--- src/rtl/pcbt_pkg.sv ---
package pcbt_pkg;
   typedef enum logic [2:0] {
      BK_SEQ       = 3'd0,
      BK_PAGE_JMP  = 3'd1,
      BK_PAGE_CALL = 3'd2,
      BK_LONG_JMP  = 3'd3,
      BK_LONG_CALL = 3'd4,
      BK_REL       = 3'd5,
      BK_CMP       = 3'd6,
      BK_IND       = 3'd7
   } br_kind_e;

   function automatic logic kind_is_call(br_kind_e k);
      return (k == BK_PAGE_CALL) || (k == BK_LONG_CALL);
   endfunction
endpackage

--- src/rtl/pcbt_rel_calc.sv ---
module pcbt_rel_calc #(
   parameter int PC_W   = 16,
   parameter int BYTE_W = 8,
   parameter int LEN_W  = 2
) (
   input  logic [PC_W-1:0]   cur_pc,
   input  logic [LEN_W-1:0]  instr_len,
   input  logic [BYTE_W-1:0] off_byte,
   output logic [PC_W-1:0]   seq_pc,
   output logic [PC_W-1:0]   rel_pc
);
   localparam int EXT_W = PC_W - BYTE_W;

   logic [PC_W-1:0] off_ext;

   generate
      if (PC_W <= BYTE_W) begin : g_bad_width
         $error("pcbt_rel_calc: PC_W must exceed BYTE_W");
      end
      if (LEN_W >= PC_W) begin : g_bad_len
         $error("pcbt_rel_calc: LEN_W must be narrower than PC_W");
      end
   endgenerate

   // Sign-extend the offset byte to the PC width.
   assign off_ext = {{EXT_W{off_byte[BYTE_W-1]}}, off_byte};

   // The relative base is the address of the following instruction.
   assign seq_pc = cur_pc + PC_W'(instr_len);
   assign rel_pc = seq_pc + off_ext;
endmodule

--- src/rtl/pcbt_abs_calc.sv ---
module pcbt_abs_calc #(
   parameter int PC_W   = 16,
   parameter int BYTE_W = 8,
   parameter int PAGE_W = 11
) (
   input  logic [PC_W-1:0]             seq_pc,
   input  logic [PAGE_W-BYTE_W-1:0]    opc_hi,
   input  logic [BYTE_W-1:0]           op_b1,
   input  logic [BYTE_W-1:0]           op_b2,
   input  logic [BYTE_W-1:0]           acc,
   input  logic [PC_W-1:0]             dptr,
   output logic [PC_W-1:0]             page_pc,
   output logic [PC_W-1:0]             long_pc,
   output logic [PC_W-1:0]             ind_pc
);
   localparam int FIELD_W = PAGE_W - BYTE_W;
   localparam int LONG_W  = 2 * BYTE_W;

   generate
      if (FIELD_W < 1) begin : g_bad_field
         $error("pcbt_abs_calc: PAGE_W must exceed BYTE_W");
      end
      if (PAGE_W >= PC_W) begin : g_bad_page
         $error("pcbt_abs_calc: PAGE_W must be below PC_W");
      end
   endgenerate

   // The block bits come from the already-advanced PC.
   assign page_pc = {seq_pc[PC_W-1:PAGE_W], opc_hi, op_b1};

   generate
      if (PC_W == LONG_W) begin : g_long_exact
         assign long_pc = {op_b1, op_b2};
      end else if (PC_W > LONG_W) begin : g_long_pad
         assign long_pc = {{(PC_W-LONG_W){1'b0}}, op_b1, op_b2};
      end else begin : g_long_trim
         logic [LONG_W-1:0] long_full;
         assign long_full = {op_b1, op_b2};
         assign long_pc   = long_full[PC_W-1:0];
      end
   endgenerate

   // Indirect form: unsigned accumulator plus data pointer, carry out dropped.
   assign ind_pc = dptr + PC_W'(acc);
endmodule

--- src/rtl/pcbt_call_frame.sv ---
module pcbt_call_frame #(
   parameter int PC_W   = 16,
   parameter int BYTE_W = 8,
   parameter int SP_W   = 8
) (
   input  logic              is_call,
   input  logic [PC_W-1:0]   ret_pc,
   input  logic [SP_W-1:0]   sp_in,
   output logic              push_en,
   output logic [SP_W-1:0]   addr_lo,
   output logic [BYTE_W-1:0] data_lo,
   output logic [SP_W-1:0]   addr_hi,
   output logic [BYTE_W-1:0] data_hi,
   output logic [SP_W-1:0]   sp_next
);
   localparam int HI_W = PC_W - BYTE_W;

   generate
      if (HI_W < 1 || HI_W > BYTE_W) begin : g_bad_split
         $error("pcbt_call_frame: PC_W must lie in (BYTE_W, 2*BYTE_W]");
      end
   endgenerate

   // Low byte is pushed first, at SP+1; the high byte follows at SP+2.
   assign push_en = is_call;
   assign addr_lo = sp_in + SP_W'(1);
   assign addr_hi = sp_in + SP_W'(2);
   assign data_lo = ret_pc[BYTE_W-1:0];
   assign sp_next = is_call ? addr_hi : sp_in;

   generate
      if (HI_W == BYTE_W) begin : g_hi_exact
         assign data_hi = ret_pc[PC_W-1:BYTE_W];
      end else begin : g_hi_pad
         assign data_hi = {{(BYTE_W-HI_W){1'b0}}, ret_pc[PC_W-1:BYTE_W]};
      end
   endgenerate
endmodule

--- src/rtl/pc_branch_unit.sv ---
module pc_branch_unit #(
   parameter int PC_W    = 16,
   parameter int BYTE_W  = 8,
   parameter int SP_W    = 8,
   parameter int LEN_W   = 2,
   parameter int PAGE_W  = 11,
   parameter bit OUT_REG = 1'b1
) (
   input  logic                       clk,
   input  logic                       rst_n,
   input  logic                       in_valid,
   input  logic [2:0]                 br_kind,
   input  logic [PC_W-1:0]            cur_pc,
   input  logic [LEN_W-1:0]           instr_len,
   input  logic [PAGE_W-BYTE_W-1:0]   opc_hi,
   input  logic [BYTE_W-1:0]          op_b1,
   input  logic [BYTE_W-1:0]          op_b2,
   input  logic                       take,
   input  logic [SP_W-1:0]            sp_in,
   input  logic [BYTE_W-1:0]          acc,
   input  logic [PC_W-1:0]            dptr,
   output logic                       out_valid,
   output logic [PC_W-1:0]            next_pc,
   output logic                       stk_we,
   output logic [SP_W-1:0]            stk_addr_lo,
   output logic [BYTE_W-1:0]          stk_data_lo,
   output logic [SP_W-1:0]            stk_addr_hi,
   output logic [BYTE_W-1:0]          stk_data_hi,
   output logic [SP_W-1:0]            sp_out
);
   import pcbt_pkg::*;

   localparam logic [LEN_W-1:0] LEN_THREE = LEN_W'(3);

   br_kind_e          kind;
   logic              is_call;
   logic [BYTE_W-1:0] off_byte;
   logic [PC_W-1:0]   seq_pc, rel_pc, page_pc, long_pc, ind_pc;
   logic [PC_W-1:0]   pc_d;
   logic              we_d;
   logic [SP_W-1:0]   addr_lo_d, addr_hi_d, sp_d;
   logic [BYTE_W-1:0] data_lo_d, data_hi_d;

   assign kind    = br_kind_e'(br_kind);
   assign is_call = kind_is_call(kind);

   // The offset is the last instruction byte: the second operand for
   // three-byte forms, the first operand otherwise.
   always_comb begin
      if (kind == BK_CMP || instr_len == LEN_THREE) off_byte = op_b2;
      else                                           off_byte = op_b1;
   end

   pcbt_rel_calc #(.PC_W(PC_W), .BYTE_W(BYTE_W), .LEN_W(LEN_W)) u_rel (
      .cur_pc    (cur_pc),
      .instr_len (instr_len),
      .off_byte  (off_byte),
      .seq_pc    (seq_pc),
      .rel_pc    (rel_pc)
   );

   pcbt_abs_calc #(.PC_W(PC_W), .BYTE_W(BYTE_W), .PAGE_W(PAGE_W)) u_abs (
      .seq_pc  (seq_pc),
      .opc_hi  (opc_hi),
      .op_b1   (op_b1),
      .op_b2   (op_b2),
      .acc     (acc),
      .dptr    (dptr),
      .page_pc (page_pc),
      .long_pc (long_pc),
      .ind_pc  (ind_pc)
   );

   pcbt_call_frame #(.PC_W(PC_W), .BYTE_W(BYTE_W), .SP_W(SP_W)) u_frame (
      .is_call (is_call),
      .ret_pc  (seq_pc),
      .sp_in   (sp_in),
      .push_en (we_d),
      .addr_lo (addr_lo_d),
      .data_lo (data_lo_d),
      .addr_hi (addr_hi_d),
      .data_hi (data_hi_d),
      .sp_next (sp_d)
   );

   // Target selection.
   always_comb begin
      unique case (kind)
         BK_SEQ:                   pc_d = seq_pc;
         BK_PAGE_JMP, BK_PAGE_CALL: pc_d = page_pc;
         BK_LONG_JMP, BK_LONG_CALL: pc_d = long_pc;
         BK_REL, BK_CMP:           pc_d = take ? rel_pc : seq_pc;
         BK_IND:                   pc_d = ind_pc;
         default:                  pc_d = seq_pc;
      endcase
   end

   generate
      if (OUT_REG) begin : g_reg
         always_ff @(posedge clk or negedge rst_n) begin
            if (!rst_n) begin
               out_valid   <= 1'b0;
               stk_we      <= 1'b0;
               next_pc     <= '0;
               stk_addr_lo <= '0;
               stk_data_lo <= '0;
               stk_addr_hi <= '0;
               stk_data_hi <= '0;
               sp_out      <= '0;
            end else begin
               out_valid <= in_valid;
               stk_we    <= in_valid & we_d;
               if (in_valid) begin
                  next_pc     <= pc_d;
                  stk_addr_lo <= addr_lo_d;
                  stk_data_lo <= data_lo_d;
                  stk_addr_hi <= addr_hi_d;
                  stk_data_hi <= data_hi_d;
                  sp_out      <= sp_d;
               end
            end
         end

         // sequential flow advances by the instruction length
         assert_seq_len_R2: assert property (@(posedge clk) disable iff (!rst_n)
            in_valid && kind == BK_SEQ |=>
               next_pc == $past(cur_pc) + PC_W'($past(instr_len)));

         // untaken branches fall through
         assert_fallthrough_R9: assert property (@(posedge clk) disable iff (!rst_n)
            in_valid && (kind == BK_REL || kind == BK_CMP) && !take |=>
               next_pc == $past(cur_pc) + PC_W'($past(instr_len)));

         // in-page target keeps the block of the following instruction
         assert_page_block_R12: assert property (@(posedge clk) disable iff (!rst_n)
            in_valid && (kind == BK_PAGE_JMP || kind == BK_PAGE_CALL) |=>
               (next_pc >> PAGE_W) ==
               (($past(cur_pc) + PC_W'($past(instr_len))) >> PAGE_W));

         // a call pushes and moves the stack pointer by two
         assert_call_sp_R5: assert property (@(posedge clk) disable iff (!rst_n)
            in_valid && is_call |=> stk_we && sp_out == $past(sp_in) + SP_W'(2));

         // high byte lands directly above the low byte
         assert_push_adjacent_R5: assert property (@(posedge clk) disable iff (!rst_n)
            stk_we |-> stk_addr_hi == stk_addr_lo + SP_W'(1));

         // non-call forms leave the stack alone
         assert_no_push_R13: assert property (@(posedge clk) disable iff (!rst_n)
            in_valid && !is_call |=> !stk_we && sp_out == $past(sp_in));

         // idle cycles drop the strobes and hold the PC
         assert_idle_hold_R14: assert property (@(posedge clk) disable iff (!rst_n)
            !in_valid |=> !out_valid && !stk_we && $stable(next_pc));
      end else begin : g_comb
         assign out_valid   = in_valid;
         assign stk_we      = in_valid & we_d;
         assign next_pc     = pc_d;
         assign stk_addr_lo = addr_lo_d;
         assign stk_data_lo = data_lo_d;
         assign stk_addr_hi = addr_hi_d;
         assign stk_data_hi = data_hi_d;
         assign sp_out      = sp_d;
      end
   endgenerate
endmodule

--- config.mk ---
export PLATFORM = sky130hd
export DESIGN_NAME = pc_branch_unit
export DESIGN_NICKNAME = d
export VERILOG_FILES = /design/src/rtl/pcbt_pkg.sv /design/src/rtl/pcbt_rel_calc.sv /design/src/rtl/pcbt_abs_calc.sv /design/src/rtl/pcbt_call_frame.sv /design/src/rtl/pc_branch_unit.sv
export SDC_FILE = /design/constraint.sdc
export NUM_CORES = 1
export LEC_CHECK = 0
export BUFFER_PORTS_ARGS = -buffer_cell sky130_fd_sc_hd__buf_2
export CELL_PAD_IN_SITES_DETAIL_PLACEMENT = 1
export CELL_PAD_IN_SITES_GLOBAL_PLACEMENT = 2
export CORE_UTILIZATION = 25
export CTS_BUF_LIST = sky130_fd_sc_hd__clkbuf_8
export DETAILED_ROUTE_END_ITERATION = 10
export PLACE_DENSITY_LB_ADDON = 0.1
export SYNTH_ARGS = -nofsm -noshare
export SYNTH_HDL_FRONTEND = slang
export SYNTH_SLANG_ARGS = --single-unit
--- constraint.sdc ---
create_clock -name clk -period 1.45 [get_ports clk]
set_input_delay 0.0725 -clock clk [delete_from_list [all_inputs] [get_ports clk]]
set_output_delay 0.0725 -clock clk [all_outputs]
set_load 0.03 [all_outputs]
==> results of run 1 <==
layout by cell type (no fill, tap or decap), drive strengths merged, types with 4 or more instances in the layout:
cell type and n:
xnor2 24, xor2 28, mux2 20, nand3 16
buf 297, nor2 58, o21ai 24, o221ai 6
a211oi 8, a221oi 7, o22ai 6, and4 4
a21oi 54, and2 4, clkbuf 10, inv 18
nor3 8, ha 28, mux2i 7, a21o 10
a22oi 10, o21a 4, nand2 50, nand4 5
dfrtp 57
how the worst max path moves through the flow:
stage                      start          end  slack, ns
finish                 cur_pc[1]  next_pc[15]      -1.17
CTS                   br_kind[0]  next_pc[12]      -1.17
detailed placement  instr_len[1]  next_pc[14]      -1.65
floorplan           instr_len[1]  next_pc[15]      -1.32
global placement    instr_len[1]  next_pc[15]      -1.59
global route           cur_pc[1]  next_pc[15]      -1.28
sequential cells by signal, summed over array words and instances, names as in the netlist:
register     cells
out_valid        1
stk_data_hi      8
stk_we           1
stk_addr_lo      8
stk_data_lo      8
next_pc         16
stk_addr_hi      8
sp_out           7
power breakdown:
group / internal, W / switching (W)
registers: 0.00178 / 0.000124
logic: 0.00154 / 0.00186
clock network: 0.000843 / 0.000799
routing by layer:
metal | global-route usage [%] | routed length (um) | vias to the layer above | share of wire, %
li1 | - | - | 2482 | -
met4 | 7.75 | 478 | 0 | 2.4
met2 | 40.0 | 10300 | 114 | 51
met3 | 3.93 | 1010 | 25 | 5.0
met5 | 0 | 0 | - | 0
met1 | 26.6 | 8400 | 2515 | 42
logic make-up (layout without fill, tap and decap cells):
| group | count (synthesis) | after routing | synth area share (%) |
|---|---|---|---|
| compound gates | 152 | 152 | 21.5 |
| simple gates | 166 | 166 | 17.0 |
| xor+xnor | 52 | 52 | 10.0 |
| mux | 27 | 27 | 6.48 |
| buf+inv | 43 | 332 | 4.42 |
| fa+ha+maj | 32 | 32 | 9.23 |
| flops | 57 | 57 | 31.3 |
critical path, cell delays in order:
cell and delay [ns]:
buf_8 0.10, ha_4 0.26, a21o_4 0.11, or4b_4 0.51, xnor2_4 0.20, ha_4 0.23, a21o_1 0.18, a211o_1 0.28
a21o_1 0.19, o2bb2ai_4 0.13, a32oi_2 0.23, mux2i_1 0.23, o221ai_1 0.13
per-stage QoR:
stage	setup TNS, ns	util [%]	setup WS (ns)	instances
floorplan	-13.64	-	-1.32	529
global placement	-21.83	38.3	-1.59	1008
detailed placement	-22.58	38.3	-1.65	1008
CTS	-12.28	42.5	-1.17	1037
global route	-13.68	43.9	-1.28	1043
finish	-12.63	43.9	-1.17	1043
area by class of cell:
type | instances | area [um2]
Fill cell | 2082 | 9840
Multi-Input combinational cell | 429 | 3670
Timing Repair Buffer | 299 | 2040
Sequential cell | 57 | 1430
Tap cell | 225 | 282
Clock buffer | 10 | 138
Clock inverter | 6 | 66.3
Inverter | 17 | 66.3
timing repair:
| action | in CTS | in global routing |
|---|---|---|
| gates cloned | 0 | 0 |
| pin swaps | 44 | 38 |
| endpoints found under the hold margin | 58 | 0 |
| hold buffers | 2 | 0 |
| buffers inserted | 12 | 9 |
| resized for setup | 74 | 43 |
| setup endpoints to repair | 17 | 18 |
==> results.json, run 1 <==
{
  "synth.yosys.warnings": 0,
  "post_layout_total_power_w": 0.00695,
  "slew_headroom_pct": 60.4,
  "finalCritPeriodShare_pct": 181,
  "hold_path_end": "stk_addr_lo[0]",
  "dpl_cell_area_mm2": 0.00671,
  "path_max_fanout": 3,
  "htree_num_levels": 3,
  "path_class": "in -> reg",
  "post-route-worst-setup-slack_ns": -1.17,
  "placement.io_buffers": 133,
  "setup-violations-final": 17,
  "path_clk_slew_ns": 0.08,
  "post_synth_instance_area_mm2": 0.00456,
  "slew_viol_final": 0,
  "antenna_cells_inserted": 0,
  "clock_latency_ns": 0.36,
  "outcome": "finished with violations",
  "drt.antenna.violating_nets": 0,
  "gr-usage-all-layers_pct": 22.3,
  "power.density_mw_per_mm2": 904,
  "fp.dieArea_mm2": 0.0188,
  "hold_class": "in -> reg",
  "dieWidth_um": 137,
  "area_growth_syn_to_layout_pct": 68.9,
  "arrival_ns": 2.87,
  "globalRoute.totalOverflow": 0,
  "cts-buffers-inserted": 9,
  "ff2ff_path_depth": 1,
  "vias_in_the_first_global_route": 5650,
  "antenna_violations_before_repair": 0,
  "routed_wire_length_per_instance_um": 19.4,
  "cts_tree": "done",
  "timing_hold_violations_final": 0,
  "setup.worst_path.start_class": "input pin",
  "async_flop_share_pct": 100,
  "ctsLongestPathBuffers": 2,
  "core-area_mm2": 0.0175,
  "period_minus_slack_ns": 2.62,
  "synth-edff-count": 0,
  "leak_pwr_nw": 3.50,
  "post-synth-top-count-cell": "nor2_1",
  "rsz_0062_raised_after_global_routing": "true",
  "clk_root_buffer_cell": "clkbuf_8",
  "vias": 5136,
  "placement_rows": 48,
  "vdd_ir_drop_max_v": 0.000450,
  "achievable_freq_mhz": 381,
  "pin_slew_with_the_least_headroom_to_its_limit_ns": 0.594,
  "post_synth.cell_area_avg_um2": 8.61,
  "worst_hold_startpoint": "sp_in[0]",
  "dr.first_iter.drc_count": 196,
  "setup.worst_path.end_class": "flip-flop",
  "routed_wl_mm": 20.2,
  "finalInstanceArea_mm2": 0.00769,
  "design.final.nets": 920,
  "timing.hold.worst_path_depth": 2,
  "grt_pass1_wl_mm": 31.0,
  "synth_largest_area_cell": "dfrtp_1",
  "portion_of_the_post_synthesis_area_used_by_sequential_elements_pct": 31.3,
  "maximum_number_of_pins_on_one_net_before_global_route_repair": 58,
  "netlist_top_cells_area": "dfrtp_1 (31%), ha_1 (7.7%), a21oi_1 (5.9%)",
  "drc_viols": 0,
  "regToRegEndpoint": "stk_addr_lo[1]",
  "floorplan.initialDensity_pct": 26.0,
  "syn_nets": 636,
  "die_height_um": 137,
  "place.gp.congestion": 0.879,
  "synth_ff_type": "dfrtp_1",
  "post_route_cells_drive_above_1_share_pct": 52.6,
  "hold_worst_slack_ns": 0.0213,
  "worst_skew_ns": 0,
  "dp.final_hpwl_mm": 16.3,
  "drv.max_cap_violation_count": 0,
  "yosys_register_bits": 57,
  "synth_common_cells": "nor2_1 (58), dfrtp_1 (57), a21oi_1 (54)",
  "synthCells": 529,
  "routed_via_density": 4.92,
  "post_synth_cell_types": 64,
  "worst_ep_required_time_ns": 1.70,
  "drt-pass1-iter-count": 4,
  "pin_count": 134,
  "r2r_setup_slack_ns": 0.68,
  "synth_top_area_share_pct": 31.3,
  "clock_sink_count": 57,
  "violations": "setup timing",
  "critical_path.reg2reg.startpoint": "stk_addr_lo[1]"
}
(Power assumes the default switching activity.)
==> run 2: changes to the inputs <==
- HOLD_SLACK_MARGIN: unset -> 0.03
==> run 2 against run 1 <==
Effect of this change: the flow still finishes with violations (setup timing); sequential share of layout area is 0.072 points lower; cell area up 0.39%; maximum frequency decreased by 0.24%; critical endpoint unchanged; largest cell class unchanged; largest power group unchanged; highest routed layer unchanged.
==> results.json, run 2 (synthesis results as in run 1) <==
{
  "largest-register": "next_pc",
  "final_cell_mix": "buf_4 (147), buf_2 (127), dfrtp_1 (57)",
  "dpl.cell_count": 1008,
  "cts_tree": "done",
  "final_core_utilization_pct": 44.0,
  "achievable_freq_mhz": 380,
  "placement_rows": 48,
  "critPathSlowestCell": "or4b_4",
  "dpl_cell_area_mm2": 0.00671,
  "drt-pass1-iter-count": 4,
  "layout.cells.non_filler": 1046,
  "design.final.nets": 923,
  "violations": "setup timing",
  "vdd_ir_drop_max_v": 0.000449,
  "path_max_fanout": 3,
  "max_stage_delay_ns": 0.51,
  "fp.dieArea_mm2": 0.0188,
  "place.gp.congestion": 0.879,
  "finalInstanceArea_mm2": 0.00772,
  "hold_class": "in -> reg",
  "globalRoute.totalOverflow": 0,
  "setup-violations-final": 17,
  "gr-usage-all-layers_pct": 22.4,
  "post-route-worst-setup-slack_ns": -1.18,
  "clk_root_buffer_cell": "clkbuf_8",
  "vias_in_the_first_global_route": 5657,
  "htree_num_levels": 3,
  "slew_viol_final": 0,
  "setup.worst_path.start_class": "input pin",
  "routed_wl_mm": 20.3,
  "outcome": "finished with violations",
  "drv.max_cap_violation_count": 0,
  "ctsLongestPathBuffers": 2,
  "largest_register_ffs": 16,
  "post-place-ws_ns": -1.65,
  "drc_viols": 0,
  "dp.final_hpwl_mm": 16.3,
  "clock_sink_count": 57,
  "finalCritPeriodShare_pct": 181,
  "placement.io_buffers": 133,
  "drt.antenna.violating_nets": 0,
  "antenna_violations_before_repair": 0,
  "path_clk_slew_ns": 0.08,
  "rsz_0062_raised_after_global_routing": "true",
  "period_minus_slack_ns": 2.63,
  "arrival_ns": 2.88,
  "critical_path_cell_by_cell": "buf_8, ha_4, a21o_4, or4b_4, xnor2_4, ha_4, a21o_1, a211o_1, a21o_1, o2bb2ai_4, a32oi_2, mux2i_1, o221ai_1",
  "pin_count": 134,
  "post_route_cells_drive_above_1_share_pct": 52.4,
  "floorplan.initialDensity_pct": 26.0,
  "dieWidth_um": 137,
  "worst_skew_ns": 0,
  "area_growth_syn_to_layout_pct": 69.5,
  "fillerInstances": 2079,
  "pin_slew_with_the_least_headroom_to_its_limit_ns": 0.584,
  "vias": 5162,
  "cts-buffers-inserted": 9,
  "dr.first_iter.drc_count": 195,
  "leak_pwr_nw": 3.51,
  "final_common_cell": "buf_4",
  "slew_headroom_pct": 61.0,
  "clock_latency_ns": 0.36,
  "core-area_mm2": 0.0175,
  "worst_ep_required_time_ns": 1.70,
  "path_class": "in -> reg",
  "setup.worst_path.end_class": "flip-flop",
  "die_height_um": 137,
  "timing_hold_violations_final": 0,
  "post_layout_total_power_w": 0.00697,
  "power.density_mw_per_mm2": 903,
  "grt_pass1_wl_mm": 31.1,
  "maximum_number_of_pins_on_one_net_before_global_route_repair": 58,
  "routed_wire_length_per_instance_um": 19.4,
  "routed_via_density": 4.93,
  "antenna_cells_inserted": 0
}
==> run 2: changes by cell type in the layout (fill, tap and decap cells not counted) <==
cell / before / now
dlygate4sd3_1: 2 / 5
==> run 2: metrics by stage <==
step / TNS [ns] / hold WS (ns)
after floorplan: -13.64 / -0.223
after global placement: -21.83 / 0.106
after detailed placement: -22.58 / 0.111
after CTS: -12.28 / 0.0382
after global routing: -13.68 / 0.0499
final: -12.65 / 0.0460
==> run 2: timing repair <==
item,in CTS,in global routing
hold buffers,5,0
setup endpoints to repair,17,18
buffers inserted,12,9
endpoints found under the hold margin,61,0
pin swaps,44,38
resized for setup,74,43
==> run 2: final cells by class <==
cell class | instances | area [um2] | share of cell area [%]
inverters | 17 | 66.3 | 0.859
repair buffers | 302 | 2070 | 26.8
well taps | 225 | 282 | 3.65
multi-input cells | 429 | 3670 | 47.6
clock inverters | 6 | 66.3 | 0.859
flip-flops and latches | 57 | 1430 | 18.5
clock buffers | 10 | 138 | 1.78
==> run 2: power breakdown <==
part           total [W]  internal, W  switching, W  leakage, nW
Clock            0.00165     0.000843      0.000804       0.0949
Combinational    0.00341      0.00155       0.00187         2.76
Sequential       0.00191      0.00178      0.000124        0.651
Total            0.00697      0.00418       0.00279         3.51
==> run 2: routing by layer <==
metal / share of wire, % / global-route usage, %
met1: 43 / 26.6
met4: 2.3 / 7.75
met5: 0 / 0
met3: 3.4 / 3.93
met2: 51 / 40.2
==> run 2: critical path: cells and delay by family <==
kind	cells	cell delay, ns
adders and majority gates	2	0.49
and+or+nand+nor	1	0.51
xor gates and xnor gates	1	0.20
muxes	1	0.23
buffers and inverters	1	0.10
AOI/OAI and AO/OA	7	1.27
==> run 2: path summary, 6_finish.rpt <==
check	start	endpoint	slack (ns)	cells past startpoint
worst max-delay path	cur_pc[1]	next_pc[15]	-1.18	13
worst min-delay path	dptr[14]	next_pc[14]	0.05	4
worst max register to register	stk_addr_lo[1]	stk_addr_lo[1]	0.68	1
worst min register to register	stk_data_lo[7]	stk_data_lo[7]	0.51	1
max in group asynchronous	rst_n	stk_data_hi[0]	0.92	3
min in group asynchronous	rst_n	next_pc[9]	0.24	3
==> run 3: changes to the inputs <==
- TNS_END_PERCENT: unset -> 50
==> run 3 against run 2 <==
Effect of this change: the flow still finishes with violations (setup timing); via count is 1.1% lower; maximum frequency decreased by 0.35%; count of clock-buffer cells in the layout fell by 1; die area unchanged; flip-flop and latch count unchanged; setup slack lost 0.0091 ns; largest cell class unchanged; highest routed layer unchanged.
==> results.json, run 3 (synthesis results as in run 1) <==
{
  "final_cell_mix": "buf_4 (157), buf_2 (128), dfrtp_1 (57)",
  "final_common_cell": "buf_4",
  "vias": 5103,
  "path_buf_inv": 1,
  "hold_class": "in -> reg",
  "routed_wl_mm": 19.7,
  "path_class": "in -> reg",
  "setup.worst_path.end_class": "flip-flop",
  "dpl.cell_count": 1013,
  "setup-violations-final": 19,
  "slew_headroom_pct": 61.9,
  "die_height_um": 137,
  "critPathSlowestCell": "or4b_4",
  "clk_root_buffer_cell": "clkbuf_8",
  "post-route-worst-setup-slack_ns": -1.19,
  "timing_hold_violations_final": 0,
  "cts-buffers-inserted": 9,
  "place.gp.congestion": 0.819,
  "maximum_number_of_pins_on_one_net_before_global_route_repair": 58,
  "slew_viol_final": 0,
  "post_route_cells_drive_above_1_share_pct": 52.4,
  "vias_in_the_first_global_route": 5379,
  "drc_viols": 0,
  "drt.antenna.violating_nets": 0,
  "area_growth_syn_to_layout_pct": 68.1,
  "violations": "setup timing",
  "htree_num_levels": 3,
  "placement_rows": 48,
  "setup.worst_path.start_class": "input pin",
  "rsz_0062_raised_after_global_routing": "true",
  "vdd_ir_drop_max_v": 0.000388,
  "core-area_mm2": 0.0175,
  "clock_sink_count": 57,
  "layout.cells.non_filler": 1047,
  "finalCritPeriodShare_pct": 182,
  "outcome": "finished with violations",
  "dp.final_hpwl_mm": 15.9,
  "crit_path_most_repeated_cell": "ha_4",
  "grt_pass1_wl_mm": 29.9,
  "routed_via_density": 4.87,
  "routed_wire_length_per_instance_um": 18.8,
  "worst_skew_ns": 0,
  "critical_path_cell_by_cell": "buf_8, ha_4, a21o_2, or4b_4, xnor2_4, ha_4, a21o_1, a211o_1, a31o_2, a41o_1, xnor2_2, o211a_1, a31oi_1",
  "floorplan.initialDensity_pct": 26.0,
  "placement.io_buffers": 133,
  "ctsLongestPathBuffers": 2,
  "leak_pwr_nw": 3.50,
  "pin_slew_with_the_least_headroom_to_its_limit_ns": 0.572,
  "critical_path.top_delay_family": "compound AO/OA/AOI/OAI gates",
  "max_stage_delay_ns": 0.51,
  "achievable_freq_mhz": 379,
  "dr.first_iter.drc_count": 87,
  "cts_tree": "done",
  "antenna_cells_inserted": 0,
  "path_max_fanout": 2,
  "final.setup.tns_ns": -12.83,
  "drv.max_cap_violation_count": 0,
  "drt-pass1-iter-count": 4,
  "fillerInstances": 2090,
  "period_minus_slack_ns": 2.64,
  "clock_latency_ns": 0.36,
  "gr-usage-all-layers_pct": 21.4,
  "design.final.nets": 924,
  "arrival_ns": 2.93,
  "power.density_mw_per_mm2": 891,
  "dieWidth_um": 137,
  "largest-register": "next_pc",
  "largest_register_ffs": 16,
  "pin_count": 134,
  "globalRoute.totalOverflow": 0,
  "fp.dieArea_mm2": 0.0188,
  "path_clk_slew_ns": 0.08,
  "worst_ep_required_time_ns": 1.74,
  "antenna_violations_before_repair": 0
}
[run 3: layout make-up]
cell class                 instances  area [um2]  area share [%]
multi-input combinational        429        3630            47.5
timing repair buffer             303        2040            26.7
sequential                        57        1430            18.6
tap                              225         282            3.68
clock buffer                       9         124            1.62
clock inverter                     7        78.8            1.03
inverter                          17        66.3           0.866
[run 3: per-stage QoR]
| stage | hold slack, ns | cell area, um2 | total power (W) | util (%) | setup WS (ns) |
|---|---|---|---|---|---|
| global placement | 0.107 | 6740 | 0.00471 | 38.4 | -1.64 |
| global route | 0.0395 | 7660 | 0.00725 | 43.7 | -1.24 |
| CTS | 0.0312 | 7340 | 0.00666 | 41.9 | -1.14 |
| detailed placement | 0.112 | 6740 | 0.00476 | 38.4 | -1.67 |
| finish | 0.0491 | 7660 | 0.00682 | 43.7 | -1.19 |
| floorplan | -0.223 | 4770 | 0.00348 | - | -1.32 |
[run 3: final timing paths]
kind,slack [ns],from,cells past startpoint,endpoint
max,-1.19,instr_len[1],13,next_pc[14]
min reg2reg,0.49,next_pc[7],1,next_pc[7]
max in group asynchronous,0.90,rst_n,3,next_pc[8]
min in group asynchronous,0.24,rst_n,3,stk_data_lo[7]
max reg2reg,0.67,stk_data_hi[0],1,stk_data_hi[0]
min,0.05,sp_in[1],3,stk_addr_hi[1]
[run 3: power by group]
group	internal (W)	switching, W
Sequential	0.00178	0.000114
Combinational	0.00150	0.00183
Clock	0.000804	0.000788
Total	0.00409	0.00273
[run 3: timing repair]
| item | in CTS | in global routing |
|---|---|---|
| buffers inserted | 6 | 11 |
| hold endpoints to repair | 58 | 0 |
| pin swaps | 33 | 32 |
| hold buffers | 2 | 0 |
| gates resized for setup | 61 | 42 |
| endpoints found under the setup margin | 17 | 18 |
[run 3: metal layers]
layer | part of all wire, % | track usage [%] | vias up | wire length [um]
met5 | 0 | 0 | - | 0
met4 | 1.5 | 5.92 | 0 | 303
met3 | 3.8 | 4.07 | 18 | 758
met2 | 50 | 35.7 | 105 | 9780
met1 | 45 | 27.9 | 2497 | 8880
li1 | - | - | 2483 | -
[run 3: worst min-delay path: cells and delay by family]
family                 cells  cell delay (ns)
muxes                      1             0.06
buffers and inverters      2             0.23
